File: config.mk
export PLATFORM = sky130hd
export DESIGN_NAME = pn_frame_detector
export DESIGN_NICKNAME = d
export VERILOG_FILES = /design/src/rtl/fd_pkg.sv /design/src/rtl/fd_chip_window.sv /design/src/rtl/fd_correlator.sv /design/src/rtl/fd_length_capture.sv /design/src/rtl/fd_ctrl.sv /design/src/rtl/pn_frame_detector.sv
export SDC_FILE = /design/constraint.sdc
export NUM_CORES = 1
export LEC_CHECK = 0
export BUFFER_PORTS_ARGS = -buffer_cell sky130_fd_sc_hd__buf_2
export CAP_MARGIN = 40
export CORE_ASPECT_RATIO = 0.7
export CORE_UTILIZATION = 62
export DETAILED_ROUTE_END_ITERATION = 7
export PLACE_DENSITY = 0.95
export REMOVE_ABC_BUFFERS = 1
export SETUP_SLACK_MARGIN = 0.3
export SLEW_MARGIN = 5
export SYNTH_ARGS = -nofsm -noshare
export SYNTH_HDL_FRONTEND = slang
export SYNTH_SLANG_ARGS = --single-unit
File: constraint.sdc
create_clock -name clk -period 24.7 [get_ports clk]
set_input_delay 4.94 -clock clk [delete_from_list [all_inputs] [get_ports clk]]
set_output_delay 4.94 -clock clk [all_outputs]
set_load 0.02 [all_outputs]
File: src/rtl/fd_pkg.sv
package fd_pkg;
  typedef enum logic [1:0] {
    ST_HUNT   = 2'd0,
    ST_SECOND = 2'd1,
    ST_LENGTH = 2'd2
  } fd_state_e;
endpackage

File: src/rtl/fd_chip_window.sv
module fd_chip_window #(
  parameter int W = 64
) (
  input  logic         clk,
  input  logic         rst_n,
  input  logic         chip_vld,
  input  logic         chip_in,
  output logic [W-1:0] window_next
);
  logic [W-1:0] win_q;

  // newest chip enters at bit 0
  assign window_next = {win_q[W-2:0], chip_in};

  always_ff @(posedge clk) begin
    if (!rst_n) win_q <= '0;
    else if (chip_vld) win_q <= window_next;
  end
endmodule

File: src/rtl/fd_correlator.sv
module fd_correlator #(
  parameter int W     = 64,
  parameter int THR_W = 5
) (
  input  logic [W-1:0]     window,
  input  logic [W-1:0]     code,
  input  logic [W-1:0]     mask,
  input  logic [THR_W-1:0] thresh,
  output logic             hit
);
  localparam int DW   = $clog2(W + 1);
  localparam int CMPW = (DW > THR_W) ? DW : THR_W;

  function automatic logic [DW-1:0] ones(input logic [W-1:0] v);
    logic [DW-1:0] acc;
    acc = '0;
    for (int i = 0; i < W; i++) acc = acc + DW'(v[i]);
    return acc;
  endfunction

  logic [DW-1:0] distance;

  assign distance = ones((window ^ code) & mask);
  assign hit      = CMPW'(distance) <= CMPW'(thresh);
endmodule

File: src/rtl/fd_length_capture.sv
module fd_length_capture #(
  parameter int LEN_W = 8
) (
  input  logic             clk,
  input  logic             rst_n,
  input  logic             clear,
  input  logic             take_bit,
  input  logic             last_bit,
  input  logic             bit_in,
  output logic [LEN_W-1:0] len_val,
  output logic             len_vld
);
  logic [LEN_W-1:0] sh_q;

  always_ff @(posedge clk) begin
    if (!rst_n) begin
      sh_q    <= '0;
      len_val <= '0;
      len_vld <= 1'b0;
    end else begin
      if (clear) len_vld <= 1'b0;
      if (take_bit) sh_q <= {sh_q[LEN_W-2:0], bit_in};
      if (last_bit) begin
        len_val <= {sh_q[LEN_W-2:0], bit_in};
        len_vld <= 1'b1;
      end
    end
  end
endmodule

File: src/rtl/fd_ctrl.sv
module fd_ctrl
  import fd_pkg::*;
#(
  parameter int SOP_W  = 64,
  parameter int DATA_W = 32,
  parameter int LEN_W  = 8
) (
  input  logic clk,
  input  logic rst_n,
  input  logic chip_vld,
  input  logic sop_en,
  input  logic sop_long,
  input  logic len_en,
  input  logic sym_hit,
  output logic frame_start,
  output logic hdr_done,
  output logic take_len_bit,
  output logic last_len_bit,
  output logic first_hit_evt,
  output logic second_hit_evt,
  output logic second_miss_evt
);
  localparam int CW  = $clog2(SOP_W);
  localparam int LCW = $clog2(LEN_W);

  fd_state_e       st_q;
  logic [CW-1:0]   cnt_q;
  logic [LCW-1:0]  bcnt_q;
  logic [CW-1:0]   sym_last;
  logic            at_boundary;

  always_comb begin
    if (!sop_en)       sym_last = CW'(DATA_W - 1);
    else if (sop_long) sym_last = CW'(SOP_W - 1);
    else               sym_last = CW'(SOP_W / 2 - 1);
  end

  assign first_hit_evt   = (st_q == ST_HUNT) && chip_vld && sym_hit;
  assign at_boundary     = (st_q == ST_SECOND) && chip_vld && (cnt_q == sym_last);
  assign second_hit_evt  = at_boundary && sym_hit;
  assign second_miss_evt = at_boundary && !sym_hit;
  assign take_len_bit    = (st_q == ST_LENGTH) && chip_vld;
  assign last_len_bit    = take_len_bit && (bcnt_q == LCW'(LEN_W - 1));

  always_ff @(posedge clk) begin
    if (!rst_n) begin
      st_q        <= ST_HUNT;
      cnt_q       <= '0;
      bcnt_q      <= '0;
      frame_start <= 1'b0;
      hdr_done    <= 1'b0;
    end else begin
      frame_start <= second_hit_evt;
      hdr_done    <= (second_hit_evt && !len_en) || last_len_bit;
      unique case (st_q)
        ST_HUNT: begin
          if (first_hit_evt) begin
            st_q  <= ST_SECOND;
            cnt_q <= '0;
          end
        end
        ST_SECOND: begin
          if (second_hit_evt) begin
            st_q   <= len_en ? ST_LENGTH : ST_HUNT;
            bcnt_q <= '0;
          end else if (second_miss_evt) begin
            st_q <= ST_HUNT;
          end else if (chip_vld) begin
            cnt_q <= cnt_q + 1'b1;
          end
        end
        ST_LENGTH: begin
          if (last_len_bit)      st_q   <= ST_HUNT;
          else if (take_len_bit) bcnt_q <= bcnt_q + 1'b1;
        end
        default: st_q <= ST_HUNT;
      endcase
    end
  end
endmodule

File: src/rtl/pn_frame_detector.sv
module pn_frame_detector #(
  parameter int SOP_W  = 64,
  parameter int DATA_W = 32,
  parameter int THR_W  = 5,
  parameter int LEN_W  = 8
) (
  input  logic              clk,
  input  logic              rst_n,
  input  logic              chip_vld,
  input  logic              chip_in,
  input  logic [SOP_W-1:0]  sop_code,
  input  logic [DATA_W-1:0] data_code,
  input  logic              sop_en,
  input  logic              sop_long,
  input  logic              len_en,
  input  logic [THR_W-1:0]  sop_thresh,
  output logic              frame_start,
  output logic [LEN_W-1:0]  len_val,
  output logic              len_vld,
  output logic              hdr_done
);
  localparam int SHORT_W = SOP_W / 2;

  logic [SOP_W-1:0] window_next;
  logic [SOP_W-1:0] sop_mask;
  logic [THR_W-1:0] thr_short;
  logic [THR_W-1:0] thr_sop;
  logic             sop_hit;
  logic             data_hit;
  logic             sym_hit;
  logic             take_len_bit;
  logic             last_len_bit;
  logic             first_hit_evt;
  logic             second_hit_evt;
  logic             second_miss_evt;

  // 32-chip modes drop the threshold MSB
  assign thr_short = {1'b0, sop_thresh[THR_W-2:0]};
  assign thr_sop   = sop_long ? sop_thresh : thr_short;
  assign sop_mask  = sop_long ? {SOP_W{1'b1}} : {{SHORT_W{1'b0}}, {SHORT_W{1'b1}}};
  assign sym_hit   = sop_en ? sop_hit : data_hit;

  fd_chip_window #(.W(SOP_W)) u_window (
    .clk(clk), .rst_n(rst_n), .chip_vld(chip_vld), .chip_in(chip_in),
    .window_next(window_next)
  );

  fd_correlator #(.W(SOP_W), .THR_W(THR_W)) u_sop_corr (
    .window(window_next), .code(sop_code), .mask(sop_mask),
    .thresh(thr_sop), .hit(sop_hit)
  );

  fd_correlator #(.W(DATA_W), .THR_W(THR_W)) u_data_corr (
    .window(window_next[DATA_W-1:0]), .code(data_code),
    .mask({DATA_W{1'b1}}), .thresh(thr_short), .hit(data_hit)
  );

  fd_ctrl #(.SOP_W(SOP_W), .DATA_W(DATA_W), .LEN_W(LEN_W)) u_ctrl (
    .clk(clk), .rst_n(rst_n), .chip_vld(chip_vld), .sop_en(sop_en),
    .sop_long(sop_long), .len_en(len_en), .sym_hit(sym_hit),
    .frame_start(frame_start), .hdr_done(hdr_done),
    .take_len_bit(take_len_bit), .last_len_bit(last_len_bit),
    .first_hit_evt(first_hit_evt), .second_hit_evt(second_hit_evt),
    .second_miss_evt(second_miss_evt)
  );

  fd_length_capture #(.LEN_W(LEN_W)) u_len (
    .clk(clk), .rst_n(rst_n), .clear(second_hit_evt),
    .take_bit(take_len_bit), .last_bit(last_len_bit), .bit_in(chip_in),
    .len_val(len_val), .len_vld(len_vld)
  );
endmodule

==> flow_summary_export.csv, run 1 <==
group,metric,value,unit
grt,antenna_found_initial,0,
clocking,clkTransAtPathRegs,70,ps
floorplanning,core_area,11000,sq um
sta,rsz0062_at_grt,"no",
floorplanning,ioPinCount,119,
grt,grt_pass1_vias,5768,
synth,ys_seq_elements,92,
synth,synth.largest_area_cell,"dfxtp_1",
setup_path,arrival,12420,ps
clocking,cts.sinks,92,
setup_path,end_kind,"flip-flop",
sta,clock.fmax,82.3,MHz
setup_path,crit_slowest_cell,"fa_1",
placed_design,dp_slack,12380,ps
setup_path,crit_required,24960,ps
synth,netlist_area,7040,sq um
sta,setup_ws,12550,ps
synth,synth_cell_types,47,
setup_path,crit_buf_inv,4,
placed_design,portBuffers,118,
synth,yosysTopAreaCellShare,26.2,%
setup_path,critical-path-top-delay-family,"adder cells",
route,route.detailed.drc,0,
sta,slew_violations,0,
route,vias,5396,
route,wire_per_inst,16.8,um
clocking,ctsLongestPathBuffers,2,
floorplanning,die-area,11800,sq um
setup_path,critPathMaxStageDelay,610,ps
grt,grt_max_degree,52,
route,ant_nets,0,
floorplanning,die_w,129,um
placed_design,gp_congestion,0.887,
run_status,outcome,"complete, no violations",
route,totalWireLength,16.7,mm
synth,synth_area_leaders,"dfxtp_1, fa_1, mux2i_1, xnor2_1, ha_1",
floorplanning,initial_utilization,63.9,%
setup_path,cp_common_cell,"fa_1",
floorplanning,dieHeight,91.1,um
floorplanning,rows,32,
clocking,cts_hold_buf,0,
placed_design,post-dp-hpwl,13.0,mm
synth,synthArstFlopShare,0,%
sta,worst_pin_slew,880,ps
clocking,htree_levels,3,
clocking,clk_latency,360,ps
sta,setup_viol,0,
setup_path,start_kind,"input port",
route,drt-initial-drc-count,384,
route,drtPass1Iterations,7,
clocking,numCtsBuffers,9,
grt,overflow,0,
synth,syn_avg_cell_area,9.67,sq um
synth,ys.warnings.count,0,
grt,grt_pass1_wl,27.6,mm
setup_path,path_max_fanout,35,
setup_path,path_class,"in -> reg",
route,post_drt_via_cell_ratio,5.43,
run,drv_cap,0,
worst_hold_path,hp-class,"reg -> reg",
sta,layout_min_cycle_time,12150,ps
sta,finalHoldViolCount,0,
clocking,postCtsSetupRepairBufs,0,
sta,setup-tns-final,0,ps
sta,fin_crit_sh,49.2,%
sta,relSlewSlack,41.3,%
cells_and_area,drive_gt1_share,17.4,%
synth,yosysSeqAreaShare,26.2,%
clocking,cts_tree,"built",
cells_and_area,area_growth_syn_to_layout,14.2,%
synth,synth_edf_count,0,
synth,ys.flop_type,"dfxtp_1",
clocking,ctsResizeCount,0,
clocking,clock-root-buffer,"clkbuf_16",
grt,grtUsageTotal,30.9,%
cells_and_area,nets,1057,
synth,synthCells,728,
sta,skew,8.69,ps
==> cell type report <==
cell class                      count  area [sq um]
Clock inverter                      7          66.3
Inverter                           91           342
Tap cell                          153           191
Timing Repair Buffer              121           613
Fill cell                         758          2970
Multi-Input combinational cell    520          4750
Clock buffer                        9           225
Antenna cell                        1          2.50
Sequential cell                    92          1840
==> stage by stage <==
stage                     utilization, %  cell area (sq um)  hold slack, ps  std cells
final                               73.0               8040             459        994
after global routing                73.0               8030             480        993
after CTS                           72.9               8030             457        992
after detailed placement            70.3               7740             447        976
after global placement              70.3               7740             443        976
after floorplan                        -               6940             432        703
==> cell usage in the layout (no fill, tap or decap), drive strengths merged, types with 2 or more instances in the layout <==
cell type	n
a32o	2
nand2b	3
ha	36
nor2	76
a41oi	4
and3	4
mux2i	63
nor2b	4
o21ai	12
clkinv	3
a2111o	2
clkbuf	9
buf	121
dfxtp	92
fa	78
o21a	2
a2bb2oi	2
xor2	43
nand3	14
nand4	3
a211oi	4
xnor2	57
and2	16
nand2	50
a31o	2
o31ai	2
a21oi	25
or2	2
inv	95
==> cells by family after synthesis <==
group                    share of synthesized area [%]
multiplexers                                      8.96
adder cells (fa/ha/maj)                           28.6
AO/OA/AOI/OAI                                     6.40
XOR/XNOR                                          12.4
flip-flops                                        26.2
buffers and inverters                             6.26
AND/OR/NAND/NOR                                   11.2
==> per-layer routing <==
metal	track usage, %	part of all wire (%)
met3	6.07	6.7
met5	0	0
met4	14.8	4.1
met1	39.7	42
met2	50.1	47
==> tightest hold or removal path: cells and delay by family, from the launching register on <==
family	cells	cell delay [ps]
and+or+nand+nor	1	50
DFF	1	310
AOI/OAI and AO/OA	1	50
==> path summary, 6_finish.rpt <==
path | end | depth (start not counted) | slack, ps | startpoint
worst max-delay path | u_ctrl.cnt_q[5] | 25 | 12550 | sop_long
worst min-delay path | u_len.len_val[3] | 2 | 460 | u_len.len_val[3]
worst max register to register | u_ctrl.cnt_q[5] | 26 | 17010 | u_window.win_q[50]
worst min register to register | u_len.len_val[3] | 2 | 460 | u_len.len_val[3]
==> registers in the layout (all words and copies together), names as in the netlist <==
register / cells
u_window.win_q: 63
u_len.len_val: 8
u_len.sh_q: 7
u_ctrl.cnt_q: 6
u_ctrl.bcnt_q: 3
u_ctrl.st_q: 2
u_ctrl.frame_start: 1
u_ctrl.hdr_done: 1
u_len.len_vld: 1
==> synth_stat cells (all sizes together) (12+ instances only) <==
library cell / number
and2: 16
ha: 36
xor2: 43
xnor2: 57
a21oi: 25
nor2: 76
nand2: 50
clkbuf: 19
dfxtp: 92
nand3: 14
fa: 78
mux2i: 63
o21ai: 12
inv: 91
Power of run 1 is not shown: default switching activity piles up to over one toggle a cycle in this logic, so the estimate is an artifact.
==> inputs of run 2 (changes only) <==
ABC_AREA = 1   (was not set)
CORE_UTILIZATION = 52   (was 62)
PLACE_DENSITY = 0.88   (was 0.95)
clock period = 10 ns   (was 24.7 ns; I/O delays follow)
==> run 2 against run 1 <==
  * Hold slack improved by 11 ps
  * Design area shrank 0.50%
  * First-iteration DRC count is 25% higher
  * Highest routed layer unchanged
  * Largest cell class unchanged
  * Wire length increased by 6.6%
  * Count of clock-buffer cells in the layout up 2
==> flow_summary_export.csv, run 2 <==
group,metric,value,unit
cells_and_area,layout_commonest_cell,"nor2_1",
sta,slew_violations,0,
synth,ys_seq_elements,92,
sta,setup_viol,0,
floorplanning,dieHeight,99,um
synth,ys.flop_type,"dfxtp_1",
clocking,cts_tree,"built",
grt,overflow,0,
cells_and_area,top_register,"u_window.win_q",
setup_path,end_kind,"flip-flop",
setup_path,critPathMaxStageDelay,560,ps
setup_path,crit_slowest_cell,"fa_1",
sta,skew,7.28,ps
cells_and_area,layout_common_cells,"nor2_1, buf_2, inv_1, o21ai_0, dfxtp_1",
worst_hold_path,holdCritStartpoint,"u_len.sh_q[6]",
clocking,ctsLongestPathBuffers,2,
clocking,clk_latency,350,ps
cells_and_area,antenna_cells,0,
sta,fin_crit_sh,92.7,%
synth,synth_area_leaders,"dfxtp_1, fa_1, xnor2_1, nor2_1, o21ai_0",
clocking,clock-root-buffer,"clkbuf_16",
placed_design,gp_congestion,0.976,
placed_design,portBuffers,118,
sta,finalHoldViolCount,0,
sta,layout_min_cycle_time,9270,ps
clocking,cts_hold_buf,0,
synth,synthCells,837,
route,vias,5973,
placed_design,post-dp-hpwl,13.7,mm
setup_path,r2r_start,"u_window.win_q[22]",
cells_and_area,largestRegisters,"u_window.win_q x63, u_len.len_val x8, u_len.sh_q x7",
cells_and_area,final-seq-area,1840,sq um
floorplanning,ioPinCount,119,
synth,synthTopCellsByCount,"nor2_1, inv_1, o21ai_0, dfxtp_1, fa_1",
sta,setup-tns-final,0,ps
sta,worst_pin_slew,791,ps
setup_path,cp_common_cell,"fa_1",
floorplanning,core_area,13100,sq um
grt,antenna_found_initial,0,
synth,yosysTopAreaCellShare,26.4,%
synth,synthArstFlopShare,0,%
grt,grtUsageTotal,27.0,%
route,post_drt_via_cell_ratio,5.36,
route,drtPass1Iterations,5,
synth,netlist_area,6990,sq um
grt,grt_pass1_vias,5777,
synth,ys.warnings.count,0,
cells_and_area,nets,1165,
synth,synth.largest_area_cell,"dfxtp_1",
clocking,numCtsBuffers,9,
run_status,outcome,"complete, no violations",
synth,synth_cell_types,30,
clocking,clkTransAtPathRegs,70,ps
cells_and_area,multi_input_area,4580,sq um
grt,grt_pass1_wl,28.7,mm
route,route.detailed.drc,0,
synth,syn_avg_cell_area,8.35,sq um
setup_path,start_kind,"input port",
setup_path,crit_required,10290,ps
grt,grt_max_degree,89,
floorplanning,rows,35,
setup_path,crit_path_start,"sop_long",
sta,clock.fmax,108,MHz
cells_and_area,drive_gt1_share,17.0,%
clocking,htree_levels,3,
synth,yosysMostFrequentCell,"nor2_1",
floorplanning,initial_utilization,53.2,%
floorplanning,die-area,13900,sq um
worst_hold_path,hp-class,"reg -> reg",
cells_and_area,largest_register_ffs,63,
setup_path,path_class,"in -> reg",
sta,relSlewSlack,47.2,%
cells_and_area,area_growth_syn_to_layout,14.4,%
clocking,cts.sinks,92,
setup_path,path_max_fanout,11,
route,wire_per_inst,16.0,um
setup_path,arrival,9560,ps
route,ant_nets,0,
route,drt-initial-drc-count,479,
synth,synth_edf_count,0,
synth,yosysSeqAreaShare,26.4,%
run,drv_cap,0,
sta,rsz0062_at_grt,"no",
route,totalWireLength,17.8,mm
floorplanning,die_w,141,um
cells_and_area,fill_cells,1086,
[run 2: final timing paths]
kind / end / slack (ps) / cells past startpoint
worst max-delay path: u_ctrl.cnt_q[3] / 730 / 35
worst min-delay path: u_len.len_val[7] / 470 / 2
worst max register to register: u_ctrl.cnt_q[3] / 2500 / 32
worst min register to register: u_len.len_val[7] / 470 / 2
[run 2: final cells by class]
class | instances | share of cell area (%)
multi-input cells | 598 | 57.2
flip-flops and latches | 92 | 23.0
repair buffers | 124 | 7.95
inverters | 117 | 5.54
clock buffers | 11 | 3.04
well taps | 166 | 2.60
clock inverters | 5 | 0.548
repair inverters | 1 | 0.0626
[run 2: metrics by stage]
step                      utilization, %  cells  hold WS [ps]  setup WS [ps]  instance area (sq um)
after floorplan                        -    807           435            905                   6850
after global placement              58.5   1095           451            487                   7680
after detailed placement            58.5   1095           453            245                   7680
after CTS                           60.6   1111           464            543                   7970
after global routing                60.9   1114           501            309                   8000
final                               60.9   1114           470            730                   8000
[run 2: cells by family (layout without fill, tap and decap cells)]
family	Yosys count	in the layout	synth area share [%]
DFF	92	92	26.4
and+or+nand+nor	252	252	15.3
xor gates and xnor gates	85	85	10.7
buffers and inverters	147	258	8.23
AOI/OAI and AO/OA	147	147	10.7
adders and majority gates	114	114	28.8
[run 2: timing repair]
item,4_1_cts,5_1_grt
endpoints found under the setup margin,0,10
setup buffers,0,2
resized for setup,0,2
[run 2: critical path, delay by kind of cell]
family | cells | cell delay [ps]
XOR/XNOR | 1 | 130
AO/OA/AOI/OAI | 2 | 340
adder cells (fa/ha/maj) | 11 | 5110
buffers and inverters | 7 | 770
AND/OR/NAND/NOR | 14 | 1200
[run 2: metal layers]
layer | wire (um) | up-vias | part of all wire (%) | GRT usage (%)
met5 | 0 | - | 0 | 0
met4 | 490 | 0 | 2.8 | 8.53
met3 | 1570 | 45 | 8.8 | 6.41
met2 | 8060 | 278 | 45 | 42.9
met1 | 7690 | 2837 | 43 | 36.7
li1 | - | 2813 | - | -
Power of run 2 is left out for the same reason.
==> inputs of run 3 (changes only) <==
PLACE_DENSITY = 0.82   (was 0.88)
TNS_END_PERCENT = 100   (was not set)
==> run 3 against run 2 <==
  * Non-clock buffer count decreased by 1
  * Global-route usage down 1.5 points
  * Clock skew is essentially flat
  * Critical path depth unchanged
  * Via count shrank 2.3%
  * First-iteration DRC count rose by 6.5%
  * Register-to-register slack worse by 30 ps
  * Die area did not move
  * Hold slack lost 0.94 ps
  * Sequential cell count did not move
  * Critical endpoint unchanged
==> flow_summary_export.csv, run 3 (synthesis results as in run 2) <==
group,metric,value,unit
route,wire_per_inst,15.5,um
placed_design,gp_congestion,0.903,
sta,clock.fmax,109,MHz
setup_path,cp_common_cell,"fa_1",
run,drv_cap,0,
grt,grt_pass1_wl,27.2,mm
cells_and_area,area_growth_syn_to_layout,14.2,%
setup_path,crit_slowest_cell,"fa_1",
cells_and_area,antenna_cells,0,
route,vias,5836,
grt,grtUsageTotal,25.5,%
setup_path,arrival,9450,ps
floorplanning,initial_utilization,53.2,%
clocking,clk_latency,350,ps
floorplanning,die_w,141,um
clocking,clock-root-buffer,"clkbuf_16",
route,totalWireLength,17.2,mm
setup_path,path_class,"in -> reg",
clocking,htree_levels,3,
clocking,numCtsBuffers,9,
clocking,clkTransAtPathRegs,70,ps
sta,timing.hold.ws,469,ps
setup_path,start_kind,"input port",
cells_and_area,final_cells,1113,
cells_and_area,final_util,60.8,%
floorplanning,die-area,13900,sq um
route,post_drt_via_cell_ratio,5.24,
sta,layout_min_cycle_time,9160,ps
worst_hold_path,hp-class,"reg -> reg",
cells_and_area,top_register,"u_window.win_q",
sta,fin_crit_sh,91.6,%
sta,skew,6.87,ps
cells_and_area,drive_gt1_share,16.9,%
sta,slew_violations,0,
route,route.detailed.drc,0,
grt,grt_pass1_vias,5532,
setup_path,crit_required,10290,ps
sta,setup-tns-final,0,ps
placed_design,post-dp-hpwl,13.4,mm
grt,overflow,0,
clocking,cts_tree,"built",
sta,worst_pin_slew,796,ps
sta,finalHoldViolCount,0,
setup_path,path_max_fanout,12,
sta,rsz0062_at_grt,"no",
placed_design,place_inst,1095,
floorplanning,rows,35,
clocking,ctsLongestPathBuffers,2,
run_status,outcome,"complete, no violations",
setup_path,end_kind,"flip-flop",
grt,antenna_found_initial,0,
route,drt-initial-drc-count,510,
clocking,cts.sinks,92,
floorplanning,dieHeight,99,um
grt,grt_max_degree,89,
cells_and_area,layout_common_cells,"nor2_1, buf_2, inv_1, o21ai_0, dfxtp_1",
floorplanning,ioPinCount,119,
cells_and_area,largest_register_ffs,63,
cells_and_area,final-seq-area,1840,sq um
placed_design,portBuffers,118,
floorplanning,core_area,13100,sq um
sta,relSlewSlack,47.0,%
setup_path,critPathMaxStageDelay,540,ps
cells_and_area,multi_input_area,4570,sq um
sta,setup_viol,0,
route,drtPass1Iterations,5,
cells_and_area,fill_cells,1124,
cells_and_area,largestRegisters,"u_window.win_q x63, u_len.len_val x8, u_len.sh_q x7",
route,ant_nets,0,
cells_and_area,layout_commonest_cell,"nor2_1",
cells_and_area,nets,1164,
==> run 3: per-layer routing <==
layer | global-route usage (%) | up-vias | wire [um]
li1 | - | 2813 | -
met1 | 37.6 | 2743 | 8060
met2 | 37.6 | 244 | 7440
met3 | 5.10 | 36 | 1370
met4 | 8.28 | 0 | 379
met5 | 0 | - | 0
==> run 3: repair_timing <==
| item | 4_1_cts | 5_1_grt |
|---|---|---|
| setup endpoints to repair | 0 | 8 |
| hold buffers | 0 | 0 |
| buffers inserted | 0 | 1 |
| resized for setup | 0 | 1 |
==> run 3: stage by stage <==
step	cell area [sq um]	setup slack, ps
after global routing	7990	342
final	7990	836
after floorplan	6850	905
after detailed placement	7680	287
after global placement	7680	497
after CTS	7970	631
==> run 3: area by class of cell <==
class | count | share of cell area (%)
clock buffers | 11 | 3.04
multi-input cells | 598 | 57.3
well taps | 166 | 2.60
repair inverters | 1 | 0.0627
repair buffers | 123 | 7.87
clock inverters | 5 | 0.564
inverters | 117 | 5.55
flip-flops and latches | 92 | 23.1
==> run 3: worst max-delay path: cells and delay by family <==
family	cells	cell delay [ps]
buf+inv	8	1150
simple gates	15	1500
fa+ha+maj	11	4650
xor+xnor	1	130
==> run 3: final timing paths <==
kind | start | end | slack (ps) | cells after the start
setup / recovery | sop_long | u_ctrl.cnt_q[3] | 840 | 35
hold / removal | u_len.sh_q[4] | u_len.sh_q[5] | 470 | 2
setup reg to reg | u_window.win_q[22] | u_ctrl.cnt_q[3] | 2470 | 32
hold reg to reg | u_len.sh_q[4] | u_len.sh_q[5] | 470 | 2
Power of run 3 is left out for the same reason.
